### src/rtl/gpio_port_pkg.sv
package gpio_port_pkg;

    localparam int unsigned ADDR_W = 3;

    typedef enum logic [ADDR_W-1:0] {
        RA_DIR   = 3'd0,
        RA_DOUT  = 3'd1,
        RA_LEVEL = 3'd2,
        RA_EDGE  = 3'd3,
        RA_FLAG  = 3'd4,
        RA_IEN   = 3'd5
    } reg_addr_e;

endpackage

### src/rtl/gpio_in_sync.sv
// Synchronizer chain plus one-cycle history; edges are masked until the
// chain has been refilled after reset.
module gpio_in_sync #(
    parameter int unsigned W      = 8,
    parameter int unsigned STAGES = 2
) (
    input  logic         clk,
    input  logic         rst_n,
    input  logic [W-1:0] pin_i,
    output logic [W-1:0] level_o,
    output logic [W-1:0] rise_o,
    output logic [W-1:0] fall_o
);

    typedef struct packed {
        logic [STAGES-1:0][W-1:0] chain;
        logic [W-1:0]             prev;
        logic [STAGES:0]          fill;
    } sync_st_t;

    sync_st_t st_d, st_q;
    logic     armed;

    always_comb begin
        st_d          = st_q;
        st_d.chain[0] = pin_i;
        for (int i = 1; i < int'(STAGES); i++) begin
            st_d.chain[i] = st_q.chain[i-1];
        end
        st_d.prev = st_q.chain[STAGES-1];
        st_d.fill = {st_q.fill[STAGES-1:0], 1'b1};
    end

    always_ff @(posedge clk or negedge rst_n) begin
        if (!rst_n) st_q <= '0;
        else        st_q <= st_d;
    end

    assign armed   = st_q.fill[STAGES];
    assign level_o = st_q.chain[STAGES-1];
    assign rise_o  = armed ? (level_o & ~st_q.prev) : '0;
    assign fall_o  = armed ? (~level_o & st_q.prev) : '0;

endmodule

### src/rtl/gpio_pad_ctrl.sv
// Pad control decode; pins outside PULL_MASK get a pull-up tied off.
module gpio_pad_ctrl #(
    parameter int unsigned   W         = 8,
    parameter logic [W-1:0]  PULL_MASK = {2'b00, {(W-2){1'b1}}}
) (
    input  logic [W-1:0] dir_i,
    input  logic [W-1:0] dout_i,
    output logic [W-1:0] oe_o,
    output logic [W-1:0] out_o,
    output logic [W-1:0] pull_o
);

    for (genvar n = 0; n < int'(W); n++) begin : g_pin
        assign oe_o[n]  = dir_i[n];
        assign out_o[n] = dir_i[n] & dout_i[n];
        if (PULL_MASK[n]) begin : g_pull
            assign pull_o[n] = ~dir_i[n] & dout_i[n];
        end else begin : g_nopull
            assign pull_o[n] = 1'b0;
        end
    end

endmodule

### src/rtl/gpio_edge_port.sv
module gpio_edge_port
    import gpio_port_pkg::*;
#(
    parameter int unsigned  W           = 8,
    parameter int unsigned  SYNC_STAGES = 2,
    parameter logic [W-1:0] PULL_MASK   = {2'b00, {(W-2){1'b1}}}
) (
    input  logic              clk,
    input  logic              rst_n,
    input  logic              bus_sel,
    input  logic              bus_wr,
    input  logic [ADDR_W-1:0] bus_addr,
    input  logic [W-1:0]      bus_wdata,
    output logic [W-1:0]      bus_rdata,
    input  logic [W-1:0]      pin_in,
    output logic [W-1:0]      pad_oe,
    output logic [W-1:0]      pad_out,
    output logic [W-1:0]      pad_pull_en,
    output logic              irq
);

    typedef struct packed {
        logic [W-1:0] dir;
        logic [W-1:0] dout;
        logic [W-1:0] esel;
        logic [W-1:0] flag;
        logic [W-1:0] ien;
    } port_st_t;

    port_st_t     st_d, st_q;
    logic [W-1:0] level, rise, fall, hit;
    logic [W-1:0] flag_q, esel_q;
    logic         wr_en;

    gpio_in_sync #(.W(W), .STAGES(SYNC_STAGES)) u_sync (
        .clk    (clk),
        .rst_n  (rst_n),
        .pin_i  (pin_in),
        .level_o(level),
        .rise_o (rise),
        .fall_o (fall)
    );

    gpio_pad_ctrl #(.W(W), .PULL_MASK(PULL_MASK)) u_pad (
        .dir_i (st_q.dir),
        .dout_i(st_q.dout),
        .oe_o  (pad_oe),
        .out_o (pad_out),
        .pull_o(pad_pull_en)
    );

    assign wr_en = bus_sel & bus_wr;
    assign hit   = (rise & ~st_q.esel) | (fall & st_q.esel);

    always_comb begin
        st_d = st_q;
        if (wr_en) begin
            case (reg_addr_e'(bus_addr))
                RA_DIR:  st_d.dir  = bus_wdata;
                RA_DOUT: st_d.dout = bus_wdata;
                RA_EDGE: st_d.esel = bus_wdata;
                RA_FLAG: st_d.flag = bus_wdata;
                RA_IEN:  st_d.ien  = bus_wdata;
                default: ;
            endcase
        end
        // edge set is OR-ed after the bus load so it wins over a clear
        st_d.flag = st_d.flag | hit;
    end

    always_ff @(posedge clk or negedge rst_n) begin
        if (!rst_n) st_q <= '0;
        else        st_q <= st_d;
    end

    always_comb begin
        bus_rdata = '0;
        if (bus_sel) begin
            case (reg_addr_e'(bus_addr))
                RA_DIR:   bus_rdata = st_q.dir;
                RA_DOUT:  bus_rdata = st_q.dout;
                RA_LEVEL: bus_rdata = level;
                RA_EDGE:  bus_rdata = st_q.esel;
                RA_FLAG:  bus_rdata = st_q.flag;
                RA_IEN:   bus_rdata = st_q.ien;
                default:  bus_rdata = '0;
            endcase
        end
    end

    assign irq    = |(st_q.flag & st_q.ien);
    assign flag_q = st_q.flag;
    assign esel_q = st_q.esel;

endmodule

### config.mk
export PLATFORM = sky130hd
export DESIGN_NAME = gpio_edge_port
export DESIGN_NICKNAME = d
export VERILOG_FILES = /design/src/rtl/gpio_port_pkg.sv /design/src/rtl/gpio_in_sync.sv /design/src/rtl/gpio_pad_ctrl.sv /design/src/rtl/gpio_edge_port.sv
export SDC_FILE = /design/constraint.sdc
export NUM_CORES = 1
export LEC_CHECK = 0
export BUFFER_PORTS_ARGS = -buffer_cell sky130_fd_sc_hd__buf_4
export CORE_ASPECT_RATIO = 0.75
export CORE_MARGIN = 4
export CORE_UTILIZATION = 55
export DETAILED_ROUTE_END_ITERATION = 16
export GPL_TIMING_DRIVEN = 0
export MAX_ROUTING_LAYER = met4
export PLACE_DENSITY = 0.83
export SETUP_SLACK_MARGIN = 0.02
export SKIP_CTS_REPAIR_TIMING = 1
export SYNTH_ARGS = -nofsm -noshare
export SYNTH_HDL_FRONTEND = slang
export SYNTH_SLANG_ARGS = --single-unit
### constraint.sdc
create_clock -name clk -period 2.9 [get_ports clk]
set_clock_uncertainty 0.15 [all_clocks]
set_input_delay 0.725 -clock clk [delete_from_list [all_inputs] [get_ports clk]]
set_output_delay 0.725 -clock clk [all_outputs]
set_load 0.01 [all_outputs]
==> impl_metrics.yaml <==
status:
  status: "completed"
clock_network:
  cts.sinks: 67
  clk_latency_ns: 0.35
  ctsHtreeMaxLevel: 3
  root_buffer: "clkbuf_8"
  clockBufferDepth: 2
  cts_buffers: 9
  clk_pin_slew_ns: 0.07
  cts_tree: "yes"
detailed_routing:
  routedWlPerCell_um: 16.6
  wl_um: 6500
  via_per_inst: 5.51
  drtIter0Drc: 148
  drtAntennaViolNets: 0
  drc: 0
  via_count: 2160
  firstDrtPassIters: 4
global_routing:
  antenna_found_initial: 0
  grtUsageTotal_pct: 21.7
  grt_max_degree: 68
  grt_pass1_vias: 2141
  grt_overflow: 0
  grt_pass1_wl_um: 10600
hold_path:
  hold_path.class: "reg -> reg"
  holdPathEnd: "u_sync.st_d[2]$_DFF_PN0_"
  min_path_cells: 0
  hp-start: "u_sync.st_d[1]$_DFF_PN0_"
synth:
  synth.mux.area_fraction_pct: 18.5
  ys_types: 35
  synth_area_per_cell_um2: 12.2
  synth_fa_ha_area_share_pct: 0
  synth_seq_cells: 67
  ys_warn_count: 0
  yosys.area_share.simple_pct: 14.7
  ys_seq_area_share_pct: 55.1
  synthesis.area_um2: 3040
  synthCells: 249
  synthXorXnorAreaFrac_pct: 0
  synth_compound_area_share_pct: 6.83
  synth_top_family_by_area: "multiplexers"
cells_and_area:
  final_layout_size_suffix_gt1_share_pct: 39.4
  layout_commonest_cell: "dfrtp_1"
  utilization_pct: 70.4
  final_cell_mix: "dfrtp_1 (67), buf_4 (64), mux2_2 (34)"
  antenna_cells: 0
  fill_cells: 406
  final_nets: 335
  syn2layout_area_growth_pct: 24.0
timing:
  worst_slack_ns: 0.112
  max_slew.worst_pin.slew_ns: 1.15
  finalCriticalPeriod_ns: 2.79
  max_freq_mhz: 359
  drv_slew: 0
  period_share_pct: 96.1
  finalSetupViolCount: 0
  hold_viol: 0
  relSlewSlack_pct: 22.8
  rsz0062_at_grt: "no"
worst_setup_path:
  cp_max_fo: 10
  rr_endpoint: "flag_q[4]$_DFF_PN0_"
  start_kind: "input pin"
  r2r_cells: 3
  endpoint_kind: "output port"
  timing_worst_setup_path_type: "in -> out"
  crit_arrival_ns: 1.91
  rr_startpoint: "esel_q[4]$_DFFE_PN0P_"
  ff2ff_setup_slack_ns: 1.78
  crit_required_ns: 2.03
power_and_ir_drop:
  p_sw_share_pct: 26.2
  seq_power_share_pct: 45.0
  clkPwrFrac_pct: 34.4
  leakagePower_nw: 1.76
  p_switching_mw: 0.701
  ir_drop_uv: 370
  pwr-share-comb_pct: 20.6
  intPower_mw: 1.97
  p_per_area_nw_per_um2: 710
place:
  gp_congestion: 0.850
  port-buffer-count: 52
  pre_cts_ws_ns: -0.0933
  hpwlAfterDp_um: 4510
floorplan:
  io_pins: 56
  fp.dieH_um: 72.4
  coreArea_um2: 5350
  start_util_pct: 56.8
  dieArea_um2: 6790
  rows: 23
  die_x_um: 93.9
job:
  maxCapViolCount: 0
-- layer usage --
layer	track usage (%)	wire, µm	up-vias
met1	28.0	2810	1069
met5	-	0	-
met3	5.70	477	13
met4	9.94	132	0
met2	32.5	3080	79
li1	-	-	999
-- layout make-up --
cell class              instances  area, µm²  area share [%]
flip-flops and latches         67       1680            44.5
multi-input cells             159       1230            32.6
repair buffers                 52        390            10.4
clock buffers                   9        124            3.29
plain buffers                  18        121            3.22
clock inverters                 7        116            3.09
well taps                      75       93.8            2.49
inverters                       5       18.8           0.498
-- kinds of logic (layout without fill, tap and decap cells) --
family                 count (synthesis)  count (layout)
AOI/OAI and AO/OA                     33              33
buffers and inverters                 24              91
DFF                                   67              67
muxes                                 47              47
other                                  2               3
and+or+nand+nor                       76              76
-- through the flow --
| step | power [mW] | TNS, ns | area [µm²] | cells | hold WS, ns |
|---|---|---|---|---|---|
| detailed placement | 1.77 | -0.293 | 3530 | 377 | 0.186 |
| floorplan | 1.52 | 0 | 3040 | 250 | 0.181 |
| global placement | 1.75 | -0.167 | 3530 | 377 | 0.181 |
| finish | 2.68 | 0 | 3770 | 392 | 0.200 |
| global route | 2.81 | 0 | 3770 | 392 | 0.208 |
| CTS | 2.70 | -0.311 | 3770 | 393 | 0.202 |
-- registers in the layout, indices dropped and copies added (netlist names) --
name / count
u_sync.level_o: 8
u_sync.st_q: 8
st_q: 24
u_sync.st_d: 10
flag_q: 8
esel_q: 8
u_sync.armed: 1
-- worst max-delay path by stage --
stage	start	end	slack [ns]	cells after the start
final	bus_addr[1]	bus_rdata[7]	0.11	7
after global routing	bus_addr[1]	bus_rdata[5]	0.03	7
after CTS	bus_addr[0]	bus_rdata[1]	-0.09	7
after detailed placement	bus_addr[0]	bus_rdata[1]	-0.09	7
after global placement	bus_addr[0]	bus_rdata[1]	-0.08	7
after floorplan	bus_addr[0]	bus_rdata[1]	0.18	6
-- Yosys cell counts (all sizes together) --
cell / instances / area (µm²)
dfrtp: 67 / 1680
mux2: 34 / 383
nand2: 22 / 82.6
buf: 16 / 110
nand3: 12 / 60.1
and2: 9 / 56.3
mux2i: 9 / 90.1
nor3b: 9 / 78.8
o21ai: 8 / 40.0
and3b: 7 / 61.3
a21oi: 6 / 30.0
nor2b: 6 / 37.5
inv: 5 / 18.8
a211oi: 4 / 30.0
a22oi: 4 / 30.0
mux4: 4 / 90.1
o22ai: 4 / 25.0
clkbuf: 3 / 11.3
nor2: 3 / 11.3
o21a: 3 / 22.5
conb: 2 / 7.51
nor3: 2 / 15.0
a21boi: 1 / 7.51
a21o: 1 / 7.51
a31oi: 1 / 6.26
and2b: 1 / 7.51
and3: 1 / 6.26
nand2b: 1 / 6.26
nand4: 1 / 6.26
nor4bb: 1 / 10.0
o31a: 1 / 8.76
or3: 1 / 6.26
-- critical path: stages --
cell and delay [ns]:
buf_4 0.09, buf_2 0.23, clkbuf_2 0.28, a21oi_1 0.07
a211oi_1 0.23, o21a_1 0.16, buf_4 0.12
-- power groups by stage --
| stage | registers [mW] | clock network (mW) | logic, mW |
|---|---|---|---|
| floorplan | 1.18 | 0 | 0.348 |
| global placement | 1.21 | 0 | 0.539 |
| detailed placement | 1.22 | 0 | 0.557 |
| CTS | 1.20 | 0.936 | 0.560 |
| global route | 1.23 | 0.975 | 0.606 |
| finish | 1.20 | 0.921 | 0.552 |
Note: power is estimated with default switching activity, not from simulation.
